File: config.mk
export PLATFORM = sky130hd
export DESIGN_NAME = lif_serial_regport
export DESIGN_NICKNAME = d
export VERILOG_FILES = /design/src/rtl/lif_regport_pkg.sv /design/src/rtl/lif_bit_sync.sv /design/src/rtl/lif_edge_det.sv /design/src/rtl/lif_frame_ctrl.sv /design/src/rtl/lif_reg_bank.sv /design/src/rtl/lif_serial_regport.sv
export SDC_FILE = /design/constraint.sdc
export NUM_CORES = 2
export LEC_CHECK = 0
export CORE_AREA = 3 3 292 294
export CTS_BUF_LIST = sky130_fd_sc_hd__clkbuf_2 sky130_fd_sc_hd__clkbuf_4 sky130_fd_sc_hd__clkbuf_8
export CTS_CLUSTER_SIZE = 16
export DETAILED_ROUTE_END_ITERATION = 12
export DIE_AREA = 0 0 295 297
export DONT_BUFFER_PORTS = 1
export PLACE_DENSITY = 0.73
export SKIP_CTS_REPAIR_TIMING = 1
export SLEW_MARGIN = 15
export SYNTH_ARGS = -nofsm -noshare
export SYNTH_HDL_FRONTEND = slang
export SYNTH_SLANG_ARGS = --single-unit
File: constraint.sdc
create_clock -name clk -period 5.4 [get_ports clk]
set_input_delay 0.27 -clock clk [delete_from_list [all_inputs] [get_ports clk]]
set_output_delay 0.27 -clock clk [all_outputs]
set_load 0.02 [all_outputs]
File: src/rtl/lif_regport_pkg.sv
// Shared types for the serial register port.
// Assumes: nothing beyond IEEE 1800-2017.
package lif_regport_pkg;

    // Direction bit carried first in every frame.
    typedef enum logic {
        XFER_WRITE = 1'b0,
        XFER_READ  = 1'b1
    } xfer_dir_e;

    // Position of the frame engine within one transaction.
    typedef enum logic [1:0] {
        PH_CTRL = 2'd0,
        PH_DATA = 2'd1,
        PH_DONE = 2'd2
    } frame_phase_e;

endpackage

File: src/rtl/lif_bit_sync.sv
// Multi-flop synchronizer that brings one asynchronous line into clk.
// Assumes: STAGES >= 1; RST_VAL is the idle level of the line.
module lif_bit_sync #(
    parameter int unsigned STAGES  = 2,
    parameter logic        RST_VAL = 1'b0
) (
    input  logic clk,
    input  logic rst_n,
    input  logic d,
    output logic q
);

    logic [STAGES-1:0] pipe;

    // Shift the raw level through the synchronizer chain.
    always_ff @(posedge clk) begin
        if (!rst_n) begin
            pipe <= {STAGES{RST_VAL}};
        end else begin
            pipe[0] <= d;
            for (int i = 1; i < STAGES; i++) begin
                pipe[i] <= pipe[i-1];
            end
        end
    end

    assign q = pipe[STAGES-1];

endmodule

File: src/rtl/lif_edge_det.sv
// Turns a synchronized level into single-cycle rise and fall strobes.
// Assumes: the input is already in the clk domain and idles at IDLE_VAL.
module lif_edge_det #(
    parameter logic IDLE_VAL = 1'b0
) (
    input  logic clk,
    input  logic rst_n,
    input  logic lvl,
    output logic rise,
    output logic fall
);

    logic lvl_q;

    // Remember the previous level for edge comparison.
    always_ff @(posedge clk) begin
        if (!rst_n) lvl_q <= IDLE_VAL;
        else        lvl_q <= lvl;
    end

    assign rise = lvl & ~lvl_q;
    assign fall = ~lvl & lvl_q;

endmodule

File: src/rtl/lif_frame_ctrl.sv
// Frame engine: counts serial edges, collects the control word and the
// write byte on falling edges, shifts read data out on rising edges and
// issues a single write strobe at the end of a complete write frame.
// Assumes: rise/fall/sdi/cs_act are synchronized to clk, and each sclk
// phase spans several clk cycles, so the read-data load (one clk after
// the 8th fall) always precedes the 9th rise.
module lif_frame_ctrl
    import lif_regport_pkg::*;
#(
    parameter int unsigned ADDR_W = 7,
    parameter int unsigned DATA_W = 8
) (
    input  logic              clk,
    input  logic              rst_n,
    input  logic              cs_act,
    input  logic              rise,
    input  logic              fall,
    input  logic              sdi,
    input  logic [DATA_W-1:0] rd_data,
    output logic [ADDR_W-1:0] addr,
    output logic              wr_en,
    output logic [DATA_W-1:0] wr_data,
    output logic              sdo,
    output logic              sdo_oe,
    output frame_phase_e      phase,
    output logic              is_read
);

    localparam int unsigned CW        = ADDR_W + 1;
    localparam int unsigned MAXB      = (CW > DATA_W) ? CW : DATA_W;
    localparam int unsigned CNT_W     = (MAXB > 1) ? $clog2(MAXB) : 1;
    localparam logic [CNT_W-1:0] LAST_CTRL = CNT_W'(CW - 1);
    localparam logic [CNT_W-1:0] LAST_DATA = CNT_W'(DATA_W - 1);

    frame_phase_e      phase_q;
    logic [CNT_W-1:0]  cnt_q;
    logic [CW-1:0]     ctrl_sr;
    logic [DATA_W-1:0] wdat_sr;
    logic [DATA_W-1:0] tx_sr;
    logic              load_q;
    logic              sdo_q;
    logic              oe_q;
    logic              wr_en_q;
    logic [DATA_W-1:0] wr_data_q;

    logic ctrl_last;
    logic data_last;

    assign is_read   = (xfer_dir_e'(ctrl_sr[0]) == XFER_READ);
    assign addr      = ctrl_sr[CW-1:1];
    assign ctrl_last = (phase_q == PH_CTRL) && fall && (cnt_q == LAST_CTRL);
    assign data_last = (phase_q == PH_DATA) && fall && (cnt_q == LAST_DATA);

    // Advance the phase and bit counter on each falling edge.
    always_ff @(posedge clk) begin
        if (!rst_n) begin
            phase_q <= PH_CTRL;
            cnt_q   <= '0;
        end else if (!cs_act) begin
            phase_q <= PH_CTRL;
            cnt_q   <= '0;
        end else if (ctrl_last) begin
            phase_q <= PH_DATA;
            cnt_q   <= '0;
        end else if (data_last) begin
            phase_q <= PH_DONE;
            cnt_q   <= '0;
        end else if (fall && phase_q != PH_DONE) begin
            cnt_q   <= cnt_q + 1'b1;
        end
    end

    // Collect the direction bit and address, least significant first.
    always_ff @(posedge clk) begin
        if (!rst_n) begin
            ctrl_sr <= '0;
        end else if (cs_act && phase_q == PH_CTRL && fall) begin
            ctrl_sr <= {sdi, ctrl_sr[CW-1:1]};
        end
    end

    // Request a one-shot capture of the read value once the address is in.
    always_ff @(posedge clk) begin
        if (!rst_n) load_q <= 1'b0;
        else        load_q <= cs_act && ctrl_last;
    end

    // Collect the write byte, least significant first.
    always_ff @(posedge clk) begin
        if (!rst_n) begin
            wdat_sr <= '0;
        end else if (cs_act && phase_q == PH_DATA && fall) begin
            wdat_sr <= {sdi, wdat_sr[DATA_W-1:1]};
        end
    end

    // Raise the write strobe only when a full write frame has arrived.
    always_ff @(posedge clk) begin
        if (!rst_n) begin
            wr_en_q   <= 1'b0;
            wr_data_q <= '0;
        end else begin
            wr_en_q <= cs_act && data_last && !is_read;
            if (cs_act && data_last) begin
                wr_data_q <= {sdi, wdat_sr[DATA_W-1:1]};
            end
        end
    end

    // Load the read value, then shift it out on each rising edge.
    always_ff @(posedge clk) begin
        if (!rst_n) begin
            tx_sr <= '0;
            sdo_q <= 1'b0;
        end else if (!cs_act) begin
            sdo_q <= 1'b0;
        end else if (load_q) begin
            tx_sr <= rd_data;
        end else if (phase_q == PH_DATA && is_read && rise) begin
            sdo_q <= tx_sr[0];
            tx_sr <= {1'b0, tx_sr[DATA_W-1:1]};
        end
    end

    // Enable the output from the first read-data rise to the last fall.
    always_ff @(posedge clk) begin
        if (!rst_n) begin
            oe_q <= 1'b0;
        end else if (!cs_act || data_last) begin
            oe_q <= 1'b0;
        end else if (phase_q == PH_DATA && is_read && rise) begin
            oe_q <= 1'b1;
        end
    end

    assign wr_en   = wr_en_q;
    assign wr_data = wr_data_q;
    assign sdo     = sdo_q;
    assign sdo_oe  = oe_q;
    assign phase   = phase_q;

endmodule

File: src/rtl/lif_reg_bank.sv
// Register file addressed by the serial port, one write port and one
// asynchronous read port.
// Assumes: depth is 2**ADDR_W; every location resets to zero.
module lif_reg_bank #(
    parameter int unsigned ADDR_W = 7,
    parameter int unsigned DATA_W = 8
) (
    input  logic              clk,
    input  logic              rst_n,
    input  logic              wr_en,
    input  logic [ADDR_W-1:0] wr_addr,
    input  logic [DATA_W-1:0] wr_data,
    input  logic [ADDR_W-1:0] rd_addr,
    output logic [DATA_W-1:0] rd_data
);

    localparam int unsigned DEPTH = 1 << ADDR_W;

    logic [DATA_W-1:0] mem [DEPTH];

    // Clear on reset, otherwise store the strobed byte.
    always_ff @(posedge clk) begin
        if (!rst_n) begin
            for (int i = 0; i < DEPTH; i++) begin
                mem[i] <= '0;
            end
        end else if (wr_en) begin
            mem[wr_addr] <= wr_data;
        end
    end

    assign rd_data = mem[rd_addr];

endmodule

File: src/rtl/lif_serial_regport.sv
// Top of the serial register port: synchronizes the host lines, detects
// serial clock edges, runs the frame engine and holds the register bank.
// Assumes: sclk idles low and each of its phases lasts at least
// SYNC_STAGES + 2 clk cycles; cs_n falls before the first sclk rise.
module lif_serial_regport
    import lif_regport_pkg::*;
#(
    parameter int unsigned ADDR_W      = 7,
    parameter int unsigned DATA_W      = 8,
    parameter int unsigned SYNC_STAGES = 2
) (
    input  logic clk,
    input  logic rst_n,
    input  logic cs_n,
    input  logic sclk,
    input  logic sdi,
    output logic sdo,
    output logic sdo_oe
);

    logic              cs_n_s;
    logic              sclk_s;
    logic              sdi_s;
    logic              cs_act;
    logic              sclk_rise;
    logic              sclk_fall;
    logic [ADDR_W-1:0] addr;
    logic              wr_en;
    logic [DATA_W-1:0] wr_data;
    logic [DATA_W-1:0] rd_data;
    frame_phase_e      phase;
    logic              is_read;

    // Bring the host lines into clk; cs_n idles high, the others low.
    lif_bit_sync #(.STAGES(SYNC_STAGES), .RST_VAL(1'b1)) u_sync_cs (
        .clk(clk), .rst_n(rst_n), .d(cs_n), .q(cs_n_s)
    );
    lif_bit_sync #(.STAGES(SYNC_STAGES), .RST_VAL(1'b0)) u_sync_sclk (
        .clk(clk), .rst_n(rst_n), .d(sclk), .q(sclk_s)
    );
    lif_bit_sync #(.STAGES(SYNC_STAGES), .RST_VAL(1'b0)) u_sync_sdi (
        .clk(clk), .rst_n(rst_n), .d(sdi), .q(sdi_s)
    );

    assign cs_act = ~cs_n_s;

    lif_edge_det #(.IDLE_VAL(1'b0)) u_sclk_edge (
        .clk(clk), .rst_n(rst_n), .lvl(sclk_s),
        .rise(sclk_rise), .fall(sclk_fall)
    );

    lif_frame_ctrl #(.ADDR_W(ADDR_W), .DATA_W(DATA_W)) u_frame (
        .clk(clk), .rst_n(rst_n), .cs_act(cs_act),
        .rise(sclk_rise), .fall(sclk_fall), .sdi(sdi_s),
        .rd_data(rd_data), .addr(addr), .wr_en(wr_en), .wr_data(wr_data),
        .sdo(sdo), .sdo_oe(sdo_oe), .phase(phase), .is_read(is_read)
    );

    lif_reg_bank #(.ADDR_W(ADDR_W), .DATA_W(DATA_W)) u_bank (
        .clk(clk), .rst_n(rst_n), .wr_en(wr_en), .wr_addr(addr),
        .wr_data(wr_data), .rd_addr(addr), .rd_data(rd_data)
    );

endmodule

# ---- Yosys cells after proc, flatten, opt, wreduce, memory -nomap -nowiden
# Memories as Yosys holds them, arrays and structs flattened. A register that Yosys moved wholly into a read port is not among the register bits.
# Index checks and enable logic that the tools add are counted.
dict set report op_classes {
  add_sub_neg 1
  n_eq_ne 3
  mux 13
  bitwise 7
  n_reduce_logical 26
}
# cell count
set op_table {}
lappend op_table {{2-to-1 mux 8 bit} 3}
lappend op_table {{2-to-1 mux 7 bit} 3}
lappend op_table {{logical AND 1 bit} 14}
lappend op_table {{OR reduction 8 bit} 1}
lappend op_table {{2-to-1 mux 1 bit} 7}
lappend op_table {{inverter 1 bit} 5}
lappend op_table {{AND reduction 2 bit} 2}
lappend op_table {{nonzero test 2 bit} 2}
lappend op_table {{OR reduction 2 bit} 2}
lappend op_table {{OR reduction 4 bit} 1}
lappend op_table {{adder 3 x 1 -> 3 bit (second input constant)} 1}
lappend op_table {{equality test 3 bit (second input constant)} 1}
lappend op_table {{OR reduction 3 bit} 1}
lappend op_table {{AND 1 bit} 2}
lappend op_table {{equality test 2 x 1 -> 1 bit (second input constant)} 1}
lappend op_table {{logical NOT 2 bit} 1}
lappend op_table {{!= test 2 bit (second input constant)} 1}
lappend op_table {{logical NOT 1 bit} 1}
lappend op_table {{logical OR 1 bit} 1}
dict set report word_totals {
  register_bits 48
  mem_bits_rw 1024
  inputBits 5
  n_memories 1
}
# name depth width read_ports rd_clocked_by_memory_dff write_ports line
set memory_table {}
lappend memory_table {u_bank.mem 128 8 1 1 128 lif_reg_bank.sv:19} ;# logic [DATA_W-1:0] mem [DEPTH];

# ---- Depth between registers and ports, before layout
dict set report logic_depth {
  ltp_word 6
  mapped_depth 12
}

# ---- By module
# A second synthesis with hierarchy kept.
dict set report unflattened {
  cells_unflattened 3131
  hier_area_um2 49089.6
}
# module instances cells_each area_per_inst_um2
set modules_own_cells {}
lappend modules_own_cells {lif_reg_bank 1 2932 47152.7}
lappend modules_own_cells {lif_frame_ctrl 1 182 1736.7}
lappend modules_own_cells {lif_bit_sync 3 4 52.6}
lappend modules_own_cells {lif_edge_det 1 4 38.8}
lappend modules_own_cells {lif_serial_regport 1 1 3.8}

# ---- Worst setup path after synthesis
# Ideal clock, no wire load.
dict set report synth_path {
  path_type {register to register}
  startpoint {register u_frame.ctrl_sr[2]}
  endpoint {memory u_bank.mem[105][0] (enable)}
  setup_time_ns 0.384
  t_arrival_ns 2.297
  slack_ns 2.719
  path_stages_with_launch 7
  path_buffers 3
  cell_sequence {dfxtp_1 -> clkbuf_1 -> or3b_2 -> or2_2 -> clkbuf_1 -> clkbuf_1 -> o21ai_0}
}
# element line
set synth_rtl {}
lappend synth_rtl {{from (decl)} lif_frame_ctrl.sv:37} ;# logic [CW-1:0] ctrl_sr;
lappend synth_rtl {{from (signal assigned)} lif_frame_ctrl.sv:78} ;# ctrl_sr <= {sdi, ctrl_sr[CW-1:1]};
lappend synth_rtl {{to (decl)} lif_reg_bank.sv:19}

==> metrics.md <==
| Metric | Value |
|---|---|
| CP top delay family | `compound AO/OA/AOI/OAI gates` |
| Leak pwr | `18.1 nW` |
| H-tree levels | `4` |
| WL final | `about 120000 µm` |
| Grt met1 use | `between 30% and 40%` |
| Vias in the first global route | `~29000` |
| Grt total ovfl | `0` |
| Die Footprint | `just under 90000 µm²` |
| WP data required | `about 6 ns` |
| Area delta synth->final | `8.03%` |
| Type of the worst setup path | `flop to flop` |
| WP buf/inv | `1` |
| Clk root buf | `clkbuf_8` |
| Max Fclk | `241 MHz` |
| PwrDens | `between 300 and 400 nW/µm²` |
| Crit path max fanout | `47` |
| Worst Setup EP | `u_frame.tx_sr[0]` |
| Min cycle time layout | `4.14 ns` |
| Post-route DRC | `0` |
| Initial core utilization | `~60%` |
| Fraction of layout instances using a drive strength above 1 | `approximately 15%` |
| TritonCTS clock tree | `done` |
| WP depth | `7` |
| Maximum VDD drop | `around 0.00024 V` |
| Post-placement cell area | `between 50000 and 60000 µm²` |
| Syn nets | `about 3400` |
| Core box area | `a little over 80000 µm²` |
| Total GRT Usage | `approximately 28%` |
| Clk_lat worst skew | `~0.85 ns` |
| Final Setup Violations | `0` |
| Final setup skew | `between 0.03 and 0.04 ns` |
| Die X | `between 200 and 300 µm` |
| FF-to-FF setup slack | `between 1 and 1.5 ns` |
| Outcome | `complete, but fails checks` |
| Critical path, cell by cell | `buf_4, nand3_1, o22ai_1, nor3_1, a32o_1, a211oi_1, o221a_2` |
| Hold_ws | `-0.000404 ns` |
| CTS clk-pin slew, worst paths | `around 0.070 ns` |
| Mapped cell area | `49600 µm²` |
| Post-route cell area | `roughly 54000 µm²` |
| Yosys reg bits | `1078` |
| Vias after detailed routing | `just under 30000` |
| Worst slew pin tran | `1.20 ns` |
| DIE HEIGHT | `slightly below 300 µm` |
| Clk sinks | `roughly 1100` |
| FF-to-FF End | `u_frame.tx_sr[0]` |
| Most Crowded Layer GR | `met2` |
| Placed Instances | `4290` |
| Final Wtd Congestion | `around 0.90` |
| Final nets | `~3400` |
| Worst R2R Path Depth | `7` |
| Row count | `around 110` |
| Layout Cells excl Fill | `between 4000 and 5000` |
| Port Buf Inserts | `0` |
| DR pass1 iterations | `7` |
| Via density | `~6.4` |
| Total Power | `16.7 mW` |
| Failing checks | `hold timing` |
| Final Max Tran Viols | `0` |
| Syn Inst Count | `approximately 3400` |
| Yosys warns | `0` |
| Tcrit/Tclk final | `roughly 77%` |
| Number of max-cap violations | `0` |
| Global-route wire length before repair | `184000 µm` |
| Hold Path Class | `primary input to flop` |
| Total CTS buffers | `170` |
| Largest net degree at the start of global routing | `~170` |
| Seq/Total Area, Yosys | `between 60% and 70%` |
| Number of antenna violations at the first check in global routing | `1` |
| Clock Tree Buf Depth | `3` |
| DR WL/cell | `~27 µm` |
| 1st-iter DRT viols | `around 3200` |
| Post-synth EDFFs | `between 1000 and 1500` |
| RSZ-0062 raised after global routing | `no` |
| Startpoint Class | `flop` |
| Arr. time, crit path | `about 4.9 ns` |
| TNS Setup | `0 ns` |
| Avg Inst Size Synth | `around 14 µm²` |
| Max stage delay on crit path | `about 0.9 ns` |
| ANT nets after route | `0` |
| Critical Path Sink Type | `flop` |
| Rel. slew slack | `about 20%` |
| Async SR Flop Fraction | `0%` |
| Hold Fails Final Rpt | `1` |
| Slowest stage cell, crit path | `dfxtp_4` |
| Grt met3 use | `around 6.3%` |
| Grt met2 use | `44.2%` |
| Yosys cell types | `55` |
| Io pins | `7` |
| Dominant synthesized flop cell | `edfxtp_1` |
| Post-DP HPWL | `roughly 77000 µm` |
## kinds of logic (layout without fill, tap and decap cells)
family | count (synthesis) | count (layout) | synth area share (%)
flops | 1078 | 1078 | 64.1
other cells | 0 | 1 | 0
compound gates | 303 | 303 | 3.94
buf+inv | 289 | 373 | 2.60
fa+ha+maj | 2 | 2 | 0.0504
mux | 425 | 425 | 13.3
simple gates | 1341 | 1341 | 16.0
xor+xnor | 2 | 2 | 0.0353
## cell type report
type	instances	area (µm²)
timing repair buffer	59	526
sequential	1078	31900
multi-input combinational	2073	16500
clock buffer	235	2880
fill	5827	29500
inverter	10	37.5
tap	1080	1350
antenna	1	2.50
clock inverter	69	419
## through the flow
stage	setup WS, ns	hold WS, ns	utilization (%)
final	1.26	-0.000404	64.5
after floorplan	2.72	0.371	-
after CTS	1.37	-0.520	64.3
after global placement	1.40	0.374	60.3
after detailed placement	1.37	0.375	60.3
after global routing	1.10	-0.0220	64.5
## layer usage
metal  share of wire, %  vias up
met4                3.8        0
met1                 39    14800
met3                9.7      287
met5                  0        -
met2                 47     1635
li1                   -    12600
## worst min path at each step
stage	to	cells after the start	slack, ns	from
floorplan	u_sync_cs.pipe[0]	1	0.37	cs_n
global placement	u_sync_cs.pipe[0]	1	0.37	cs_n
detailed placement	u_sync_cs.pipe[0]	1	0.38	cs_n
CTS	u_sync_cs.pipe[0]	1	-0.52	cs_n
global route	u_bank.mem[32][7]	1	-0.02	rst_n
finish	u_bank.mem[62][6]	1	-0.0004	rst_n
## flip-flops by register name, indices dropped and copies added (netlist names), named ones only
signal / cells
u_sync_sdi.pipe: 2
u_frame.wr_data: 8
u_frame.sdo: 1
u_sclk_edge.lvl_q: 1
u_frame.ctrl_sr: 8
u_frame.wr_en: 1
u_frame.load_q: 1
u_frame.tx_sr: 8
u_frame.cnt_q: 3
u_bank.mem: 1024
u_frame.sdo_oe: 1
u_sync_cs.pipe: 2
u_frame.phase: 2
u_sync_sclk.pipe: 2
u_frame.wdat_sr: 7
## synthesized netlist by cell type, drive strengths merged (14+ instances only)
library cell | instances | area share, %
dfxtp | 54 | 2.2
clkbuf | 206 | 1.6
nand2 | 23 | 0.17
a221oi | 19 | 0.34
and2 | 1033 | 13
edfxtp | 1024 | 62
a22oi | 51 | 0.77
nor2 | 150 | 1.1
o22ai | 36 | 0.45
a211oi | 14 | 0.21
mux2i | 230 | 4.6
nand3 | 38 | 0.38
nor2b | 39 | 0.49
mux4 | 182 | 8.3
buf | 73 | 0.96
o21ai | 139 | 1.4
## power by group
group / total (mW) / switching (mW) / internal (mW)
logic: 0.385 / 0.260 / 0.126
clock network: 6.78 / 3.25 / 3.53
registers: 9.53 / 0.108 / 9.42
total: 16.7 / 3.62 / 13.1
## cells in the final DEF, fill, tap and decap left out, types with 7 or more instances in the layout
master	synthesis	layout
nor2b_1	39	37
nand4_1	8	8
mux4_1	9	9
a22oi_1	51	51
clkinv_2	0	15
a21oi_1	10	10
dlygate4sd3_1	0	7
o22ai_1	36	36
nand2_1	23	23
nand2b_1	10	10
o21ai_1	0	72
buf_4	20	48
dfxtp_4	0	11
nor3_1	13	13
nand3_1	38	38
clkinv_1	1	40
clkbuf_8	0	179
nor2_1	150	150
dfxtp_1	54	42
a221oi_1	19	19
mux2_2	13	13
a211oi_1	14	14
edfxtp_1	1024	1024
and2_1	1033	1033
o21ai_0	139	67
mux2i_1	230	230
mux4_2	173	173
inv_1	9	9
clkbuf_4	2	56
(Power assumes the default switching activity.)
